===== src/rtl/ecc_secded_pkg.sv =====
package ecc_secded_pkg;
  localparam int DATA_W = 32;
  localparam int CHK_W  = 8;
  localparam int COL_WT = 3;

  typedef enum logic [1:0] {
    MODE_NORMAL = 2'b00,
    MODE_PASS   = 2'b01,
    MODE_DIAG   = 2'b10,
    MODE_INIT   = 2'b11
  } mode_e;

  typedef enum logic [1:0] {
    CLS_NONE   = 2'd0,
    CLS_SINGLE = 2'd1,
    CLS_DOUBLE = 2'd2,
    CLS_MULTI  = 2'd3
  } cls_e;

  typedef struct packed {
    logic              corr;
    mode_e             mode;
    logic [CHK_W-1:0]  chk;
  } diag_t;

  // idx-th CHK_W-bit value of weight COL_WT, ascending
  function automatic logic [CHK_W-1:0] data_col(int idx);
    int n;
    logic [CHK_W-1:0] cand;
    n = 0;
    for (int v = 0; v < (1 << CHK_W); v++) begin
      cand = v[CHK_W-1:0];
      if ($countones(cand) == COL_WT) begin
        if (n == idx) return cand;
        n++;
      end
    end
    return '0;
  endfunction
endpackage


===== src/rtl/ecc_encoder.sv =====
module ecc_encoder
  import ecc_secded_pkg::*;
#(
  parameter int DW = DATA_W,
  parameter int CW = CHK_W
) (
  input  logic [DW-1:0] data_i,
  output logic [CW-1:0] chk_o
);
  logic [CW-1:0] term [DW];

  for (genvar i = 0; i < DW; i++) begin : g_col
    localparam logic [CW-1:0] COL = CW'(data_col(i));
    assign term[i] = data_i[i] ? COL : '0;
  end

  always_comb begin
    chk_o = '0;
    for (int i = 0; i < DW; i++) chk_o ^= term[i];
  end
endmodule


===== src/rtl/ecc_chk_sel.sv =====
module ecc_chk_sel
  import ecc_secded_pkg::*;
#(
  parameter int CW = CHK_W
) (
  input  mode_e         mode_i,
  input  logic [CW-1:0] gen_i,
  input  logic [CW-1:0] stored_i,
  input  logic [CW-1:0] diag_i,
  output logic [CW-1:0] out_o,
  output logic [CW-1:0] cmp_o
);
  always_comb begin
    unique case (mode_i)
      MODE_NORMAL: begin out_o = gen_i;    cmp_o = stored_i; end
      MODE_PASS:   begin out_o = stored_i; cmp_o = stored_i; end
      MODE_DIAG:   begin out_o = diag_i;   cmp_o = diag_i;   end
      default:     begin out_o = gen_i;    cmp_o = gen_i;    end
    endcase
  end
endmodule


===== src/rtl/ecc_syn_decode.sv =====
module ecc_syn_decode
  import ecc_secded_pkg::*;
#(
  parameter int DW = DATA_W,
  parameter int CW = CHK_W,
  parameter int IW = $clog2(DW + CW)
) (
  input  logic [CW-1:0] syn_i,
  output cls_e          cls_o,
  output logic [IW-1:0] idx_o,
  output logic [DW-1:0] flip_o
);
  logic [DW-1:0] hit;

  for (genvar i = 0; i < DW; i++) begin : g_hit
    localparam logic [CW-1:0] COL = CW'(data_col(i));
    assign hit[i] = (syn_i == COL);
  end

  always_comb begin
    cls_o  = CLS_NONE;
    idx_o  = '0;
    flip_o = '0;
    if (syn_i != '0) begin
      if (!(^syn_i)) begin
        cls_o = CLS_DOUBLE;
      end else if ($countones(syn_i) == 1) begin
        cls_o = CLS_SINGLE;
        for (int j = 0; j < CW; j++)
          if (syn_i[j]) idx_o = IW'(DW + j);
      end else if (|hit) begin
        cls_o  = CLS_SINGLE;
        flip_o = hit;
        for (int i = 0; i < DW; i++)
          if (hit[i]) idx_o = IW'(i);
      end else begin
        cls_o = CLS_MULTI;
      end
    end
  end
endmodule


===== src/rtl/ecc_secded32.sv =====
module ecc_secded32
  import ecc_secded_pkg::*;
#(
  parameter  int DW = DATA_W,
  parameter  int CW = CHK_W,
  localparam int IW = $clog2(DW + CW)
) (
  input  logic          clk_i,
  input  logic          rst_ni,
  input  logic [DW-1:0] data_i,
  input  logic [CW-1:0] chk_i,
  input  logic          din_le_ni,
  input  logic          dout_le_ni,
  input  logic          diag_le_ni,
  input  logic          internal_i,
  input  logic [1:0]    mode_i,
  input  logic          correct_i,
  output logic [DW-1:0] data_o,
  output logic [CW-1:0] chk_o,
  output logic [CW-1:0] syn_o,
  output logic [1:0]    class_o,
  output logic [IW-1:0] bit_idx_o,
  output logic          err_o,
  output logic          mult_o
);
  localparam int DG_W = $bits(diag_t);

  logic [DW-1:0] din_q, data_q, enc_in, data_c, flip;
  logic [CW-1:0] chk_q, gen, cmp;
  diag_t         diag_q;
  mode_e         mode_eff;
  logic          corr_eff;
  cls_e          cls;

  always_ff @(posedge clk_i or negedge rst_ni) begin
    if (!rst_ni) begin
      din_q  <= '0;
      chk_q  <= '0;
      data_q <= '0;
      diag_q <= '0;
    end else begin
      if (!din_le_ni) begin
        din_q <= data_i;
        chk_q <= chk_i;
      end
      if (!dout_le_ni) data_q <= data_c;
      if (!diag_le_ni) diag_q <= diag_t'(data_i[DG_W-1:0]);
    end
  end

  assign mode_eff = internal_i ? diag_q.mode : mode_e'(mode_i);
  assign corr_eff = internal_i ? diag_q.corr : correct_i;
  assign enc_in   = (mode_eff == MODE_INIT) ? '0 : din_q;

  ecc_encoder #(.DW(DW), .CW(CW)) i_enc (
    .data_i (enc_in),
    .chk_o  (gen)
  );

  ecc_chk_sel #(.CW(CW)) i_sel (
    .mode_i   (mode_eff),
    .gen_i    (gen),
    .stored_i (chk_q),
    .diag_i   (diag_q.chk),
    .out_o    (chk_o),
    .cmp_o    (cmp)
  );

  assign syn_o = gen ^ cmp;

  ecc_syn_decode #(.DW(DW), .CW(CW), .IW(IW)) i_dec (
    .syn_i  (syn_o),
    .cls_o  (cls),
    .idx_o  (bit_idx_o),
    .flip_o (flip)
  );

  always_comb begin
    if (mode_eff == MODE_INIT) data_c = '0;
    else if (corr_eff)         data_c = din_q ^ flip;
    else                       data_c = din_q;
  end

  assign data_o  = data_q;
  assign class_o = cls;
  assign err_o   = (cls != CLS_NONE);
  assign mult_o  = (cls == CLS_DOUBLE) || (cls == CLS_MULTI);


  dout_hold_chk: assert property (@(posedge clk_i) disable iff (!rst_ni)
    dout_le_ni |=> $stable(data_o));

  diag_hold_chk: assert property (@(posedge clk_i) disable iff (!rst_ni)
    diag_le_ni |=> $stable(diag_q));

  init_zero_chk: assert property (@(posedge clk_i) disable iff (!rst_ni)
    (mode_eff == MODE_INIT) |-> (syn_o == '0 && chk_o == '0));

  mult_err_chk: assert property (@(posedge clk_i) disable iff (!rst_ni)
    mult_o |-> err_o);

  one_flip_chk: assert property (@(posedge clk_i) disable iff (!rst_ni)
    (!dout_le_ni && mode_eff != MODE_INIT && corr_eff && cls == CLS_SINGLE
     && bit_idx_o < IW'(DW)) |=> ($countones(data_o ^ $past(din_q)) == 1));
endmodule


===== config.mk =====
export PLATFORM = sky130hd
export DESIGN_NAME = ecc_secded32
export DESIGN_NICKNAME = d
export VERILOG_FILES = /design/src/rtl/ecc_secded_pkg.sv /design/src/rtl/ecc_encoder.sv /design/src/rtl/ecc_chk_sel.sv /design/src/rtl/ecc_syn_decode.sv /design/src/rtl/ecc_secded32.sv
export SDC_FILE = /design/constraint.sdc
export NUM_CORES = 1
export LEC_CHECK = 0
export BUFFER_PORTS_ARGS = -buffer_cell sky130_fd_sc_hd__buf_2
export CAP_MARGIN = 20
export CORE_MARGIN = 8
export CORE_UTILIZATION = 58
export DETAILED_ROUTE_END_ITERATION = 16
export HOLD_SLACK_MARGIN = 0.15
export MAX_ROUTING_LAYER = met4
export PLACE_DENSITY = 0.81
export SYNTH_ARGS = -nofsm -noshare
export SYNTH_HDL_FRONTEND = slang
export SYNTH_HIERARCHICAL = 1
export SYNTH_SLANG_ARGS = --single-unit

===== constraint.sdc =====
create_clock -name clk_i -period 7.7 [get_ports clk_i]
set_input_delay 0.385 -clock clk_i [delete_from_list [all_inputs] [get_ports clk_i]]
set_output_delay 0.385 -clock clk_i [all_outputs]
set_load 0.005 [all_outputs]

# After elaboration in Yosys (flattened, before gate mapping)
# Cells that the tools add are included.
[word_totals]
ff_bits = 83
wordCells = 181
input_bits = 49
output_inout_bits = 58
[classes]
n_eq_ne = 38
mux = 90
bitwise_logic = 33
n_reduce_logical = 7
addsub = 7
[op_table]
columns = ["cell", "count"]
rows = [
  ["$xor A8 B8 Y8", 32],
  ["$mux W32", 7],
  ["$mux W6", 22],
  ["$mux W5", 22],
  ["$add A32 B32 Y32", 3],
  ["$eq A8 B7 Y1 const B", 12],
  ["$mux W7", 12],
  ["$eq A8 B6 Y1 const B", 10],
  ["$eq A8 B5 Y1 const B", 6],
  ["$mux W4", 11],
  ["$eq A32 B2 Y1 const B", 1],
  ["$pmux W8 S2", 2],
  ["$reduce_or A32 Y1", 1],
  ["$xor A32 B32 Y32", 1],
  ["$eq A8 B4 Y1 const B", 3],
  ["$mux W3", 5],
  ["$mux W2", 7],
  ["$add A1 B1 Y2", 4],
  ["$eq A2 B2 Y1 const B", 4],
  ["$eq A8 B3 Y1 const B", 1],
  ["$reduce_bool A8 Y1", 1],
  ["$reduce_xor A8 Y1", 1],
  ["$eq A2 B1 Y1 const B", 1],
  ["$logic_not A2 Y1", 1],
  ["other kinds (4)", 5],
]

# Logic depth before layout (Yosys ltp)
[depth]
ltp_word = 73
depth_mapped = 23
ltp_nobuf = 22

# Cells and area by module
# Netlist, hierarchy kept.
[modules_own_cells]
columns = ["module", "area_each_um2", "n_inst", "cells_each", "seq_area_each_um2"]
rows = [
  ["ecc_secded32", 4276.6, 1, 370, 2077.0],
  ["ecc_syn_decode", 1526.5, 1, 217, 0.0],
  ["ecc_encoder", 705.7, 1, 55, 0.0],
  ["ecc_chk_sel", 411.6, 1, 66, 0.0],
]

# Worst setup path after synthesis
# Ideal clock, no wire load.
[synth_path]
path_kind = "input to register"
startpoint = "input port internal_i"
endpoint = "register data_q[2] (netlist: data_o[2])"
setup_slack_ns = 1.605
arrival_time_ns = 5.991
path_stages = 23
n_path_buf = 1
setup_ns = 0.104
required_time_ns = 7.596
path_cell_list = "nand3b_1 > clkbuf_1 > and3_1 > xnor3_1 > xor2_1 > xnor3_1 > nor2b_1 > a31oi_1 > xor2_1 > fa_1 > inv_1 > fa_1 > fa_1 > inv_1 > ha_1 > fa_1 > and3_1 > o21ai_1 > nand2_1 > nor2b_4 > and3_1 > a31oi_1 > a221oi_1"
[synth_via]
word_cells_on_any_way = 123
classes_between = "add/sub (7); eq/ne (36); mux (42); bitwise (33); reduce/logical (5)"
[synth_rtl]
columns = ["element", "line_no", "text"]
rows = [
  ["from (decl)", "ecc_secded32.sv:15", "input logic internal_i,"],
  ["$mux W2 *", "ecc_secded32.sv:51", "assign mode_eff = internal_i ? diag_q.mode : mode_e'(mode_i);"],
  ["$eq A2 B2 Y1 *", "ecc_secded32.sv:53", "assign enc_in = (mode_eff == MODE_INIT) ? '0 : din_q;"],
  ["$mux W32 *", "ecc_secded32.sv:53", ""],
  ["net enc_in[8]", "ecc_secded32.sv:28", "logic [DW-1:0] din_q, data_q, enc_in, data_c, flip;"],
  ["$mux W5 *", "ecc_encoder.sv:14", "assign term[i] = data_i[i] ? COL : '0;"],
  ["$xor A8 B8 Y8 * (24 in a row)", "ecc_encoder.sv:19", "for (int i = 0; i < DW; i++) chk_o ^= term[i];"],
  ["net gen[3]", "ecc_secded32.sv:29", "logic [CW-1:0] chk_q, gen, cmp;"],
  ["$pmux W8 S2 *", "ecc_chk_sel.sv:14", "unique case (mode_i)"],
  ["net cmp[3]", "ecc_secded32.sv:29", ""],
  ["(+1 left out)", "--", ""],
  ["net syn_o[3]", "ecc_secded32.sv:20", "output logic [CW-1:0] syn_o,"],
  ["(+3 left out)", "--", ""],
  ["$eq A32 B2 Y1", "ecc_syn_decode.sv:27", "end else if ($countones(syn_i) == 1) begin"],
  ["$mux W32", "ecc_syn_decode.sv:27", ""],
  ["$mux W32", "ecc_syn_decode.sv:25", "if (!(^syn_i)) begin"],
  ["$mux W32 *", "ecc_syn_decode.sv:24", "if (syn_i != '0) begin"],
  ["net flip[2]", "ecc_secded32.sv:28", ""],
  ["$xor A32 B32 Y32 *", "ecc_secded32.sv:80", "else if (corr_eff) data_c = din_q ^ flip;"],
  ["$mux W32 *", "ecc_secded32.sv:80", ""],
  ["$mux W32 *", "ecc_secded32.sv:79", "if (mode_eff == MODE_INIT) data_c = '0;"],
  ["to (signal assigned)", "ecc_secded32.sv:46", "if (!dout_le_ni) data_q <= data_c;"],
  ["to (decl)", "ecc_secded32.sv:28", ""],
]
# Mark *: on every way through the listed nets, which the timed path passes. The rest lies on a longest branch.
# A chain may end at the register's enable or synchronous reset.

# Worst setup path after layout
[layout_path]
startpoint = "register diag_q[9] (netlist bit)"
endpoint = "output port bit_idx_o[1]"
[layout_via]
word_cells_on_any_way = 156
classes_between = "add/sub (7); eq/ne (36); mux (76); bitwise (32); reduce/logical (5)"
[layout_rtl]
columns = ["element", "line_no", "text"]
rows = [
  ["from (decl)", "ecc_secded32.sv:30", "diag_t diag_q;"],
  ["from (signal assigned)", "ecc_secded32.sv:47", "if (!diag_le_ni) diag_q <= diag_t'(data_i[DG_W-1:0]);"],
  ["$mux W2 *", "ecc_secded32.sv:51", ""],
  ["$eq A2 B2 Y1 *", "ecc_secded32.sv:53", ""],
  ["$mux W32 *", "ecc_secded32.sv:53", ""],
  ["net enc_in[22]", "ecc_secded32.sv:28", ""],
  ["$mux W7 *", "ecc_encoder.sv:14", ""],
  ["$xor A8 B8 Y8 * (10 in a row)", "ecc_encoder.sv:19", ""],
  ["net gen[1]", "ecc_secded32.sv:29", ""],
  ["$pmux W8 S2 *", "ecc_chk_sel.sv:14", ""],
  ["net cmp[1]", "ecc_secded32.sv:29", ""],
  ["(+2 left out)", "--", ""],
  ["$mux W2 (2 in a row)", "ecc_syn_decode.sv:35", "if (hit[i]) idx_o = IW'(i);"],
  ["$mux W3 (4 in a row)", "ecc_syn_decode.sv:35", ""],
  ["$mux W4 (8 in a row)", "ecc_syn_decode.sv:35", ""],
  ["$mux W5 (16 in a row)", "ecc_syn_decode.sv:35", ""],
  ["$mux W6", "ecc_syn_decode.sv:31", "end else if (|hit) begin"],
  ["$mux W6", "ecc_syn_decode.sv:27", ""],
  ["$mux W6", "ecc_syn_decode.sv:25", ""],
  ["$mux W6 *", "ecc_syn_decode.sv:24", ""],
  ["to (decl)", "ecc_secded32.sv:22", "output logic [IW-1:0] bit_idx_o,"],
]
# Marks and branches as above.

==> metrics.md <==
| Metric | Value |
|---|---|
| FP Rows | `40` |
| Post-CTS sizing | `0` |
| First-pass DRT Iterations | `5` |
| Die ar. | `15700 µm²` |
| First DRT Iteration DRCs | `659` |
| Io pins | `107` |
| Post-synth ARST share | `1.00` |
| WHS Path Cells | `2` |
| Hold crit path type | `input pin to register` |
| Vias/cell | `6.17` |
| Number of synthesized flops with an enable pin | `0` |
| CP max FO | `33` |
| Clock H-tree levels | `3` |
| Drt drc | `0` |
| R2R cell count | `23` |
| Synthesized area | `6920 µm²` |
| Vias in the first global route | `5910` |
| Slew Limit Fails | `0` |
| Outcome | `complete, no violations` |
| Layout area overhead | `11.8%` |
| Total grt overflow | `0` |
| Final worst slack | `732 ps` |
| Mux cell area share after synthesis | `0.0884` |
| Synth Flop Type | `dfrtp_1` |
| Die Wd | `125 µm` |
| Drt total wl | `19800 µm` |
| Share of layout cells above drive strength 1 | `0.314` |
| Starting Density | `0.586` |
| Slew HR | `0.377` |
| Total of max-cap violations | `0` |
| WS Path Type | `register to output pin` |
| Synth Warn # | `6` |
| Unrepaired setup endpoints after global routing | `false` |
| WHS Endpoint | `din_q[18]` |
| Xor/xnor share of the synthesized area | `0.114` |
| CORE AREA | `11800 µm²` |
| Die Y | `125 µm` |
| Critical path endpoint category | `output pin` |
| Global-route wire length before repair | `31900 µm` |
| Worst setup SP type | `register` |
| Pin count of the biggest net entering global routing | `84` |
| R2r endpoint | `data_o[5]` |
| Endpoints failing hold | `0` |
| Diode count | `0` |
| Tot GR Track Use | `0.261` |
| Hold_sp | `data_i[18]` |
| Place WS | `845 ps` |
| Clock Sinks | `83` |
| ANT nets after route | `0` |
| Worst R2R Setup Slack | `850 ps` |
| Clock root cell | `clkbuf_16` |
| Synth Area in Compound Gates | `0.214` |
| Post-synthesis adder-cell area fraction | `0.0513` |
| Clock skew | `7.94 ps` |
| Minimum clock period | `6970 ps` |
| Worst Max-Slew Pin Slew | `935 ps` |
| DP HPWL | `14800 µm` |
| Util after Layout | `0.655` |
| Routed vias | `5784` |
| Clk_lat worst skew | `350 ps` |
| Avg Cell Area, Syn | `9.77 µm²` |
| Port bufs | `106` |
| Netlist cell types | `71` |
| Seq/Total Area, Yosys | `0.300` |
| Layout Nets | `861` |
| Initial antenna violation count | `0` |
| Synthesized flop and latch total | `83` |
| Worst Path Arrival | `6580 ps` |
| DP Cell Count | `920` |
| Synth Net Count | `783` |
| Synth Instances | `708` |
| GPL Wtd Cong | `0.970` |
| Clock-pin slew on the worst setup and hold paths | `70 ps` |
| CTS tree | `yes` |
| Final setup vio count | `0` |
| Fmax | `144 MHz` |
| Worst Path Required | `7320 ps` |
| Largest family of logic cells by synthesized area | `compound AO/OA/AOI/OAI gates` |
| Fin cells | `938` |
| TritonCTS Buffers | `9` |
| Detailed-route wire length per cell | `21.1 µm` |
| Fin crit share | `0.905` |
| Fin Setup TNS | `0 ps` |
| Post-Synth Simple-Gate Area | `0.141` |
| Maximum buffer depth of the clock tree | `2` |
| FF-to-FF Start | `diag_q[9]` |
==> Yosys cell counts (all sizes together), types with 2 or more instances <==
library cell,count,area (µm²)
xor3,2,47.6
o22ai,6,37.5
a21oi,16,87.6
buf,30,245
nor2b,10,70.1
or2,2,12.5
and3,43,269
nand2,42,160
a211oi,3,27.5
a22oi,7,81.3
and2,4,25.0
a41oi,2,17.5
fa,4,80.1
a31oi,48,307
nand3,9,57.6
mux2,54,612
xnor2,35,314
xnor3,14,315
nor2,21,86.3
o21ai,9,45.0
a221oi,32,455
xor2,13,114
ha,22,275
a31o,2,17.5
nor3,26,180
inv,82,308
a21o,34,255
o31ai,3,22.5
nand4,6,37.5
nand2b,7,43.8
clkbuf,19,71.3
dfrtp,83,2080
==> cell usage in the layout, fill, tap and decap left out, types with 4 or more instances in the layout <==
cell,netlist,layout
inv_1,79,79
buf_4,6,9
o22ai_1,6,6
a21o_1,34,34
a221oi_2,28,28
clkbuf_16,0,9
a31oi_1,47,47
dfrtp_1,83,83
and2_1,4,4
a21oi_1,14,13
nor3_1,16,16
xnor3_1,14,14
o21ai_1,5,5
a221oi_1,4,4
nand3_1,8,8
nor2b_1,9,9
nand2_1,41,41
mux2_2,53,53
nand2b_1,7,7
and3_1,43,43
fa_1,4,4
nor2_1,18,18
xor2_1,13,13
o21ai_0,4,4
buf_2,9,105
nand4_1,6,6
xnor2_1,34,34
ha_1,22,22
nor3_2,10,10
==> cell type report <==
cell class	count	area, µm²
multi-input cells	494	4230
fillers	962	4080
flip-flops and latches	83	2080
repair buffers	116	631
inverters	82	308
clock buffers	9	225
well taps	147	184
clock inverters	7	80.1
==> what timing repair did <==
action / 4_1_cts / 5_1_grt
endpoints found under the hold margin: 0 / 37
setup buffers: 0 / 0
hold buffers: 0 / 1
==> through the flow <==
| step | hold WS (ps) | area, µm² |
|---|---|---|
| after floorplan | 89.4 | 6920 |
| after global placement | 495 | 7390 |
| after detailed placement | 497 | 7390 |
| after CTS | 245 | 7700 |
| after global routing | 252 | 7730 |
| final | 256 | 7730 |
==> state kept, by name (all words and copies together) (netlist names) <==
| name | flops |
|---|---|
| chk_q | 8 |
| din_q | 32 |
| diag_q | 11 |
| data_o | 32 |
==> routing by layer <==
metal | up-vias | GRT usage | wire length (µm) | part of all wire
li1 | 2689 | - | - | -
met1 | 2805 | 0.316 | 8250 | 0.42
met2 | 248 | 0.423 | 9770 | 0.49
met3 | 42 | 0.0472 | 1260 | 0.064
met4 | 0 | 0.103 | 524 | 0.026
met5 | - | - | 0 | 0
==> worst max-delay path, stage by stage, from the launching register on <==
cell and delay [ps]:
dfrtp_1 400, nand3_1 90, buf_4 270, and3_1 260, xnor3_1 450, xnor2_2 230, xor3_1 410, nor2b_1 160
a31oi_1 70, xor2_1 170, buf_4 160, fa_1 500, inv_1 50, fa_1 450, fa_1 490, inv_1 40
ha_1 210, fa_1 460, and3_1 200, o21ai_1 360, nand2_1 280, nor2b_4 240, a31o_1 160, buf_2 110
==> cells by family (layout without fill, tap and decap cells) <==
family,after synthesis,after routing
AO/OA/AOI/OAI,175,175
other,1,1
XOR/XNOR,64,64
buffers and inverters,131,214
adder cells (fa/ha/maj),26,26
flip-flops,83,83
multiplexers,54,54
AND/OR/NAND/NOR,174,174
==> worst max-delay path by stage <==
| stage | cells after the start | slack, ps | from | end |
|---|---|---|---|---|
| 6_report | 23 | 730 | diag_q[9] | bit_idx_o[1] |
| 5_1_grt | 23 | 430 | diag_q[9] | bit_idx_o[1] |
| 4_1_cts | 23 | 830 | diag_q[9] | bit_idx_o[1] |
| 3_5_place_dp | 24 | 840 | internal_i | data_o[5] |
| 3_3_place_gp | 24 | 1040 | internal_i | data_o[5] |
| 2_1_floorplan | 23 | 1600 | internal_i | data_o[2] |
Power is not shown: default switching activity piles up to over one toggle a cycle in this logic, so the estimate is an artifact.
